--- src/rtl/lincorr_pkg.sv ---
package lincorr_pkg;

    // Feedback resistance choice driven by the stored mode bit
    typedef enum logic [0:0] {
        FB_SINGLE = 1'b0,
        FB_DOUBLE = 1'b1
    } fb_sel_e;

    // Target of a programming cycle
    typedef enum logic [1:0] {
        WR_NONE = 2'd0,
        WR_TRIM = 2'd1,
        WR_WORD = 2'd2
    } wr_kind_e;

    // Decode one programming cycle: active-low mode, strobe, address-zero flag
    function automatic wr_kind_e wr_decode(input logic mode_n,
                                           input logic strobe,
                                           input logic addr_zero);
        wr_kind_e k;
        if (mode_n || !strobe) begin
            k = WR_NONE;
        end else if (addr_zero) begin
            k = WR_TRIM;
        end else begin
            k = WR_WORD;
        end
        return k;
    endfunction

endpackage

--- src/rtl/lincorr_table.sv ---
module lincorr_table #(
    parameter int SEL_W  = 5,
    parameter int CORR_W = 12
) (
    input  logic              clk,
    input  logic              rst,
    input  logic              wr_en,
    input  logic [SEL_W-1:0]  wr_sel,
    input  logic [CORR_W-1:0] wr_word,
    input  logic [SEL_W-1:0]  rd_sel,
    output logic [CORR_W-1:0] rd_word
);
    localparam int SLOTS   = 1 << SEL_W;
    localparam int ENTRIES = SLOTS - 1;

    // Slot 0 is a constant zero; slots 1..ENTRIES are storage
    logic [CORR_W-1:0] words [SLOTS];

    assign words[0] = '0;

    for (genvar i = 1; i <= ENTRIES; i++) begin : g_entry
        localparam logic [SEL_W-1:0] MY_SEL = SEL_W'(i);
        logic [CORR_W-1:0] ent_q;

        always_ff @(posedge clk) begin
            if (rst) begin
                ent_q <= '0;
            end else if (wr_en && (wr_sel == MY_SEL)) begin
                ent_q <= wr_word;
            end
        end

        assign words[i] = ent_q;


        word_write_chk: assert property (@(posedge clk) disable iff (rst)
            (wr_en && (wr_sel == MY_SEL)) |=> (ent_q == $past(wr_word)));
    end

    assign rd_word = words[rd_sel];

endmodule

--- src/rtl/lincorr_trim.sv ---
module lincorr_trim
    import lincorr_pkg::*;
#(
    parameter int GAIN_W = 6
) (
    input  logic              clk,
    input  logic              rst,
    input  logic              wr_en,
    input  logic [GAIN_W-1:0] gain_in,
    input  fb_sel_e           fb_in,
    output logic [GAIN_W-1:0] gain_q,
    output fb_sel_e           fb_q
);
    always_ff @(posedge clk) begin
        if (rst) begin
            gain_q <= '0;
            fb_q   <= FB_SINGLE;
        end else if (wr_en) begin
            gain_q <= gain_in;
            fb_q   <= fb_in;
        end
    end


    trim_write_chk: assert property (@(posedge clk) disable iff (rst)
        wr_en |=> (gain_q == $past(gain_in)) && (fb_q == $past(fb_in)));

endmodule

--- src/rtl/lincorr_align.sv ---
module lincorr_align #(
    parameter int CODE_W = 14,
    parameter int SEL_W  = 5,
    parameter int CORR_W = 12
) (
    input  logic              clk,
    input  logic              rst,
    input  logic              load,
    input  logic [CODE_W-1:0] code_in,
    input  logic [CORR_W-1:0] corr_in,
    output logic [CODE_W-1:0] code_q,
    output logic [CORR_W-1:0] corr_q
);
    localparam int SEL_LO = CODE_W - SEL_W;

    // Code and correction share one enable so they never drift apart
    always_ff @(posedge clk) begin
        if (rst) begin
            code_q <= '0;
            corr_q <= '0;
        end else if (load) begin
            code_q <= code_in;
            corr_q <= corr_in;
        end
    end


    code_follow_chk: assert property (@(posedge clk) disable iff (rst)
        load |=> (code_q == $past(code_in)));


    zero_sel_chk: assert property (@(posedge clk) disable iff (rst)
        (load && (code_in[CODE_W-1:SEL_LO] == '0)) |=> (corr_q == '0));


    hold_chk: assert property (@(posedge clk) disable iff (rst)
        !load |=> ($stable(code_q) && $stable(corr_q)));

endmodule

--- src/rtl/lincorr_lookup.sv ---
module lincorr_lookup
    import lincorr_pkg::*;
#(
    parameter int CODE_W = 14,
    parameter int SEL_W  = 5,
    parameter int CORR_W = 12,
    parameter int GAIN_W = 6
) (
    input  logic              clk,
    input  logic              rst,
    input  logic              dac_load,
    input  logic [CODE_W-1:0] dac_next,
    input  logic              prog_n,
    input  logic              prog_we,
    input  logic [SEL_W-1:0]  prog_addr,
    input  logic [CODE_W-1:0] prog_data,
    output logic [CODE_W-1:0] dac_code,
    output logic [CORR_W-1:0] corr_code,
    output logic [GAIN_W-1:0] gain_code,
    output logic              fb_double
);
    localparam int SEL_LO = CODE_W - SEL_W;

    wr_kind_e          wr_kind;
    logic [SEL_W-1:0]  look_sel;
    logic [CORR_W-1:0] look_word;
    fb_sel_e           fb_in;
    fb_sel_e           fb_q;

    assign wr_kind  = wr_decode(prog_n, prog_we, prog_addr == '0);
    assign look_sel = dac_next[CODE_W-1:SEL_LO];
    assign fb_in    = fb_sel_e'(prog_data[GAIN_W]);

    lincorr_table #(
        .SEL_W  (SEL_W),
        .CORR_W (CORR_W)
    ) table_i (
        .clk     (clk),
        .rst     (rst),
        .wr_en   (wr_kind == WR_WORD),
        .wr_sel  (prog_addr),
        .wr_word (prog_data[CORR_W-1:0]),
        .rd_sel  (look_sel),
        .rd_word (look_word)
    );

    lincorr_trim #(
        .GAIN_W (GAIN_W)
    ) trim_i (
        .clk     (clk),
        .rst     (rst),
        .wr_en   (wr_kind == WR_TRIM),
        .gain_in (prog_data[GAIN_W-1:0]),
        .fb_in   (fb_in),
        .gain_q  (gain_code),
        .fb_q    (fb_q)
    );

    lincorr_align #(
        .CODE_W (CODE_W),
        .SEL_W  (SEL_W),
        .CORR_W (CORR_W)
    ) align_i (
        .clk     (clk),
        .rst     (rst),
        .load    (dac_load),
        .code_in (dac_next),
        .corr_in (look_word),
        .code_q  (dac_code),
        .corr_q  (corr_code)
    );

    assign fb_double = (fb_q == FB_DOUBLE);


    reset_clear_chk: assert property (@(posedge clk)
        rst |=> (dac_code == '0) && (corr_code == '0) && (gain_code == '0) && !fb_double);


    trim_lock_chk: assert property (@(posedge clk) disable iff (rst)
        prog_n |=> ($stable(gain_code) && $stable(fb_double)));

endmodule

--- config.mk ---
export PLATFORM = sky130hd
export DESIGN_NAME = lincorr_lookup
export DESIGN_NICKNAME = d
export VERILOG_FILES = /design/src/rtl/lincorr_pkg.sv /design/src/rtl/lincorr_table.sv /design/src/rtl/lincorr_trim.sv /design/src/rtl/lincorr_align.sv /design/src/rtl/lincorr_lookup.sv
export SDC_FILE = /design/constraint.sdc
export NUM_CORES = 1
export LEC_CHECK = 0
export BUFFER_PORTS_ARGS = -buffer_cell sky130_fd_sc_hd__buf_2
export CAP_MARGIN = 20
export CELL_PAD_IN_SITES_DETAIL_PLACEMENT = 0
export CELL_PAD_IN_SITES_GLOBAL_PLACEMENT = 1
export CORE_UTILIZATION = 43
export DETAILED_ROUTE_END_ITERATION = 12
export PLACE_DENSITY = 0.72
export RECOVER_POWER = 50
export SLEW_MARGIN = 20
export SYNTH_ARGS = -nofsm -noshare
export SYNTH_HDL_FRONTEND = slang
export SYNTH_SLANG_ARGS = --single-unit
--- constraint.sdc ---
create_clock -name clk -period 2 [get_ports clk]
set_input_delay 0.6 -clock clk [delete_from_list [all_inputs] [get_ports clk]]
set_output_delay 0.6 -clock clk [all_outputs]
set_load 0.02 [all_outputs]
==> reports/results.txt <==
The number of detailed-route iterations in the first pass came out at 5. On the final layout, the worst clock skew is 0.0162 ns. The tools report the initial core utilization as 0.436. Across all hold checks on the routed design, the worst slack comes to 0.257 ns.

The routed design has 52.9 mm of wire. Worst slack at placement: -0.637 ns. The end point of the critical path was align_i.corr_q[9]. Source of the worst register-to-register timing path: table_i.g_entry[3].ent_q[10].

TritonCTS built the clock tree. The tool flagged a number of max-cap violations equal to 0. The worst hold path belongs to the class in2reg. The logs give 0 for the remaining antenna violation count after routing and 2 for the maximum level of the CTS H-tree. Data arrives at the worst endpoint at 2.38 ns. The die is 205 microns wide. The logs give 0.26 ns for the flop-to-flop setup slack and 2516 for the count of non-filler cells in the finished layout.

STA classifies the critical path startpoint as a primary input. For the peak supply drop, the log shows 0.629 mV. The floorplan step set the die height to 205 microns. CTS placed an instance of sky130_fd_sc_hd__clkbuf_16 at the clock tree root. Yosys mapped a number of flops with a built-in enable equal to 0. The number of top-level design ports came out at 71.

Measured in cells, the most critical reg-to-reg path has a length of 6. The tools report the timing startpoint of the critical path as dac_next[10]. The capture instance of the worst register-to-register path was align_i.corr_q[10].

The proportion of synthesized chip area in sequential cells was 0.457. Dividing the detail-routed wire length by the instance count gives 21.0 microns. For the via total after detailed routing, the log shows 14000.

In the post-route analysis, the smallest setup slack over all paths is 0.0768 ns. The post-route clock period utilization is 0.962, and the final setup violation count is 0. During synthesis, Yosys emitted a total of 0 warnings. In the synthesized netlist, the number of instances is 1850. The tools report the maximum number of pins on one net before global-route repair as 75. The number of port buffers came out at 68.

The register clock-pin slew on the reported worst setup and hold paths was 0.06 ns. For this run, the post-layout net count is 1992. By startpoint and endpoint, the worst setup path is classified as in2reg. The synthesis-stage register bit count is 405, and the number of buffers added by the clock tree synthesis step is 45. The flow ran to the end, and the final reports show no timing, DRC or antenna violations. Maximum fanout encountered on the critical timing path: 29.

The cell type contributing the most total cell area after synthesis was sky130_fd_sc_hd__dfxtp_1. The required time at the worst-slack endpoint is 2.45 ns, and the number of sinks handled by clock tree synthesis is 405. In this run, placement finished with an instance count of 2439.

By area the synthesized netlist is led by sky130_fd_sc_hd__dfxtp_1, sky130_fd_sc_hd__mux2i_1, sky130_fd_sc_hd__nor2_1. In this run the static leakage power is 0.00852 uW. Counting every net in the synthesized netlist gives 1888. The tools report the die area as 42100 sq um.

Overall fraction of global-route tracks in use: 0.253. Power comes to 18100 uW. The number of standard-cell rows in the floorplan is 74, and the overflow left after global routing is 0. The logs give 39 for the unique cell type count in the Yosys netlist and 0.520 GHz for the peak clock frequency supported by timing.

The final critical delay including setup and external delays works out to 1.92 ns. Clock latency on the worst-skew pair, taken at its later pin, is 0.58 ns. In this run the deepest clock path goes through 3 buffers. The worst setup path is captured at a register. Setup repair after global routing left no endpoint under its margin. The number of antenna diodes in the final layout is 0. Compared with the post-synthesis result, the final layout area differs by 18.8%. The congestion estimate from routability-driven global placement came to 0.892. For the pin with the worst max-slew slack, the measured transition is 1.19 ns.

The floorplan step defined a core boundary enclosing 40700 sq um. The DRC violation count after routing was 0; the areal power density over the cells was 860 nW/um^2. The mean area per synthesized cell is 9.60 sq um, and the number of pins exceeding their max-slew limit in the final report is 0. The via count of the first global-routing pass is 13500, and the cell area after synthesis is 17800 sq um.

The worst slew slack as a fraction of its limit was 0.209. Once the clock tree was built, the setup fixing pass inserted 0 buffers. The run gives 0 as the hold violation total from the final report. The area share of the largest cell type after synthesis was 0.457; the core utilization of the finished layout was 0.518.

The tools report the DRC marker count from the first detailed-route iteration as 1070. The run gives 80.8 mm as the wire length of the first global-routing pass. The share of final-layout standard cells stronger than drive strength 1 came out at 0.205.

Async set or reset register ratio after synthesis: 0. The wire-length estimate of the detail-placed layout is 35.9 mm. The initial antenna violation count is 0, and the per-cell via count in the routed design is 5.55. For this run, the leading register cell type out of synthesis is sky130_fd_sc_hd__dfxtp_1.
-- critical path: stages --
cell	delay, ns
sky130_fd_sc_hd__buf_4	0.17
sky130_fd_sc_hd__buf_12	0.23
sky130_fd_sc_hd__mux2_2	0.37
sky130_fd_sc_hd__o22ai_1	0.30
sky130_fd_sc_hd__o21ai_0	0.20
sky130_fd_sc_hd__buf_4	0.19
sky130_fd_sc_hd__o211ai_1	0.09
sky130_fd_sc_hd__buf_4	0.13
sky130_fd_sc_hd__a21oi_1	0.05
-- Yosys cell counts (6+ instances only) --
master	instances
sky130_fd_sc_hd__clkbuf_1	117
sky130_fd_sc_hd__nor2_1	311
sky130_fd_sc_hd__nand2b_1	6
sky130_fd_sc_hd__mux4_2	42
sky130_fd_sc_hd__nor4_1	6
sky130_fd_sc_hd__o22ai_1	23
sky130_fd_sc_hd__dfxtp_1	405
sky130_fd_sc_hd__nand3_1	76
sky130_fd_sc_hd__o21ai_0	43
sky130_fd_sc_hd__a21oi_1	127
sky130_fd_sc_hd__a221oi_1	18
sky130_fd_sc_hd__mux2i_1	329
sky130_fd_sc_hd__buf_2	38
sky130_fd_sc_hd__buf_4	21
sky130_fd_sc_hd__mux2_2	53
sky130_fd_sc_hd__nor2b_1	23
sky130_fd_sc_hd__a211oi_1	19
sky130_fd_sc_hd__inv_1	7
sky130_fd_sc_hd__a22oi_1	6
sky130_fd_sc_hd__nand2_1	134
sky130_fd_sc_hd__a22o_1	6
sky130_fd_sc_hd__o211ai_1	7
-- metal layers --
metal | vias up | GRT usage | wire length [microns]
met5 | - | 0 | 0
met4 | 0 | 0.0921 | 1600
met3 | 84 | 0.0504 | 3190
met2 | 389 | 0.394 | 23900
met1 | 6835 | 0.345 | 24100
li1 | 6663 | - | -
-- per-stage QoR --
step,TNS (ns),instance area (sq um)
after floorplan,-0.454,17800
after global placement,-20.02,19800
after detailed placement,-28.55,19800
after CTS,0,21400
after global routing,0,21100
final,0,21100
-- worst min-delay path by stage --
stage | start | end | slack (ns) | cells after the start
floorplan | table_i.g_entry[17].ent_q[0] | table_i.g_entry[17].ent_q[0] | 0.43 | 2
global placement | table_i.g_entry[17].ent_q[4] | table_i.g_entry[17].ent_q[4] | 0.44 | 2
detailed placement | table_i.g_entry[17].ent_q[8] | table_i.g_entry[17].ent_q[8] | 0.44 | 2
CTS | dac_next[4] | align_i.code_q[4] | 0.24 | 3
global route | dac_next[6] | align_i.code_q[6] | 0.25 | 3
finish | dac_next[4] | align_i.code_q[4] | 0.26 | 3
-- state kept, by name, summed over array words and instances (netlist names) --
signal and flops:
trim_i.gain_q 6, align_i.corr_q 12, align_i.code_q 14, table_i.g_entry.ent_q 372
trim_i.fb_q 1
-- cell type report --
type	count	area (sq um)
inverters	7	26.3
fillers	3755	19600
repair buffers	241	1960
flip-flops and latches	405	8110
clock inverters	15	204
clock buffers	62	1350
multi-input cells	1254	8780
well taps	532	666
-- power breakdown --
group	switching [uW]	total (uW)	internal (uW)
Clock	3350	8680	5330
Sequential	38.4	8170	8130
Combinational	825	1290	464
Total	4210	18100	13900
-- kinds of logic (layout without fill, tap and decap cells) --
kind of cell	after synthesis	after routing	synth area share
buf+inv	191	325	0.0493
flops	405	405	0.457
simple gates	571	571	0.135
compound gates	259	259	0.0863
mux	424	424	0.272
-- layout by cell type (no fill, tap or decap), types with 47 or more instances in the layout --
cell type,netlist,layout
sky130_fd_sc_hd__mux2i_1,329,329
sky130_fd_sc_hd__clkbuf_16,0,47
sky130_fd_sc_hd__nand2_1,134,133
sky130_fd_sc_hd__buf_4,21,108
sky130_fd_sc_hd__dfxtp_1,405,405
sky130_fd_sc_hd__a21oi_1,127,127
sky130_fd_sc_hd__buf_2,38,63
sky130_fd_sc_hd__nor2_1,311,311
sky130_fd_sc_hd__nand3_1,76,76
sky130_fd_sc_hd__mux2_2,53,53
-- repair_timing --
item	4_1_cts	5_1_grt
resized for setup	2	5
hold buffers	0	0
endpoints found under the setup margin	1	11
pin swaps	0	0
Note: power is estimated with default switching activity, not from simulation.
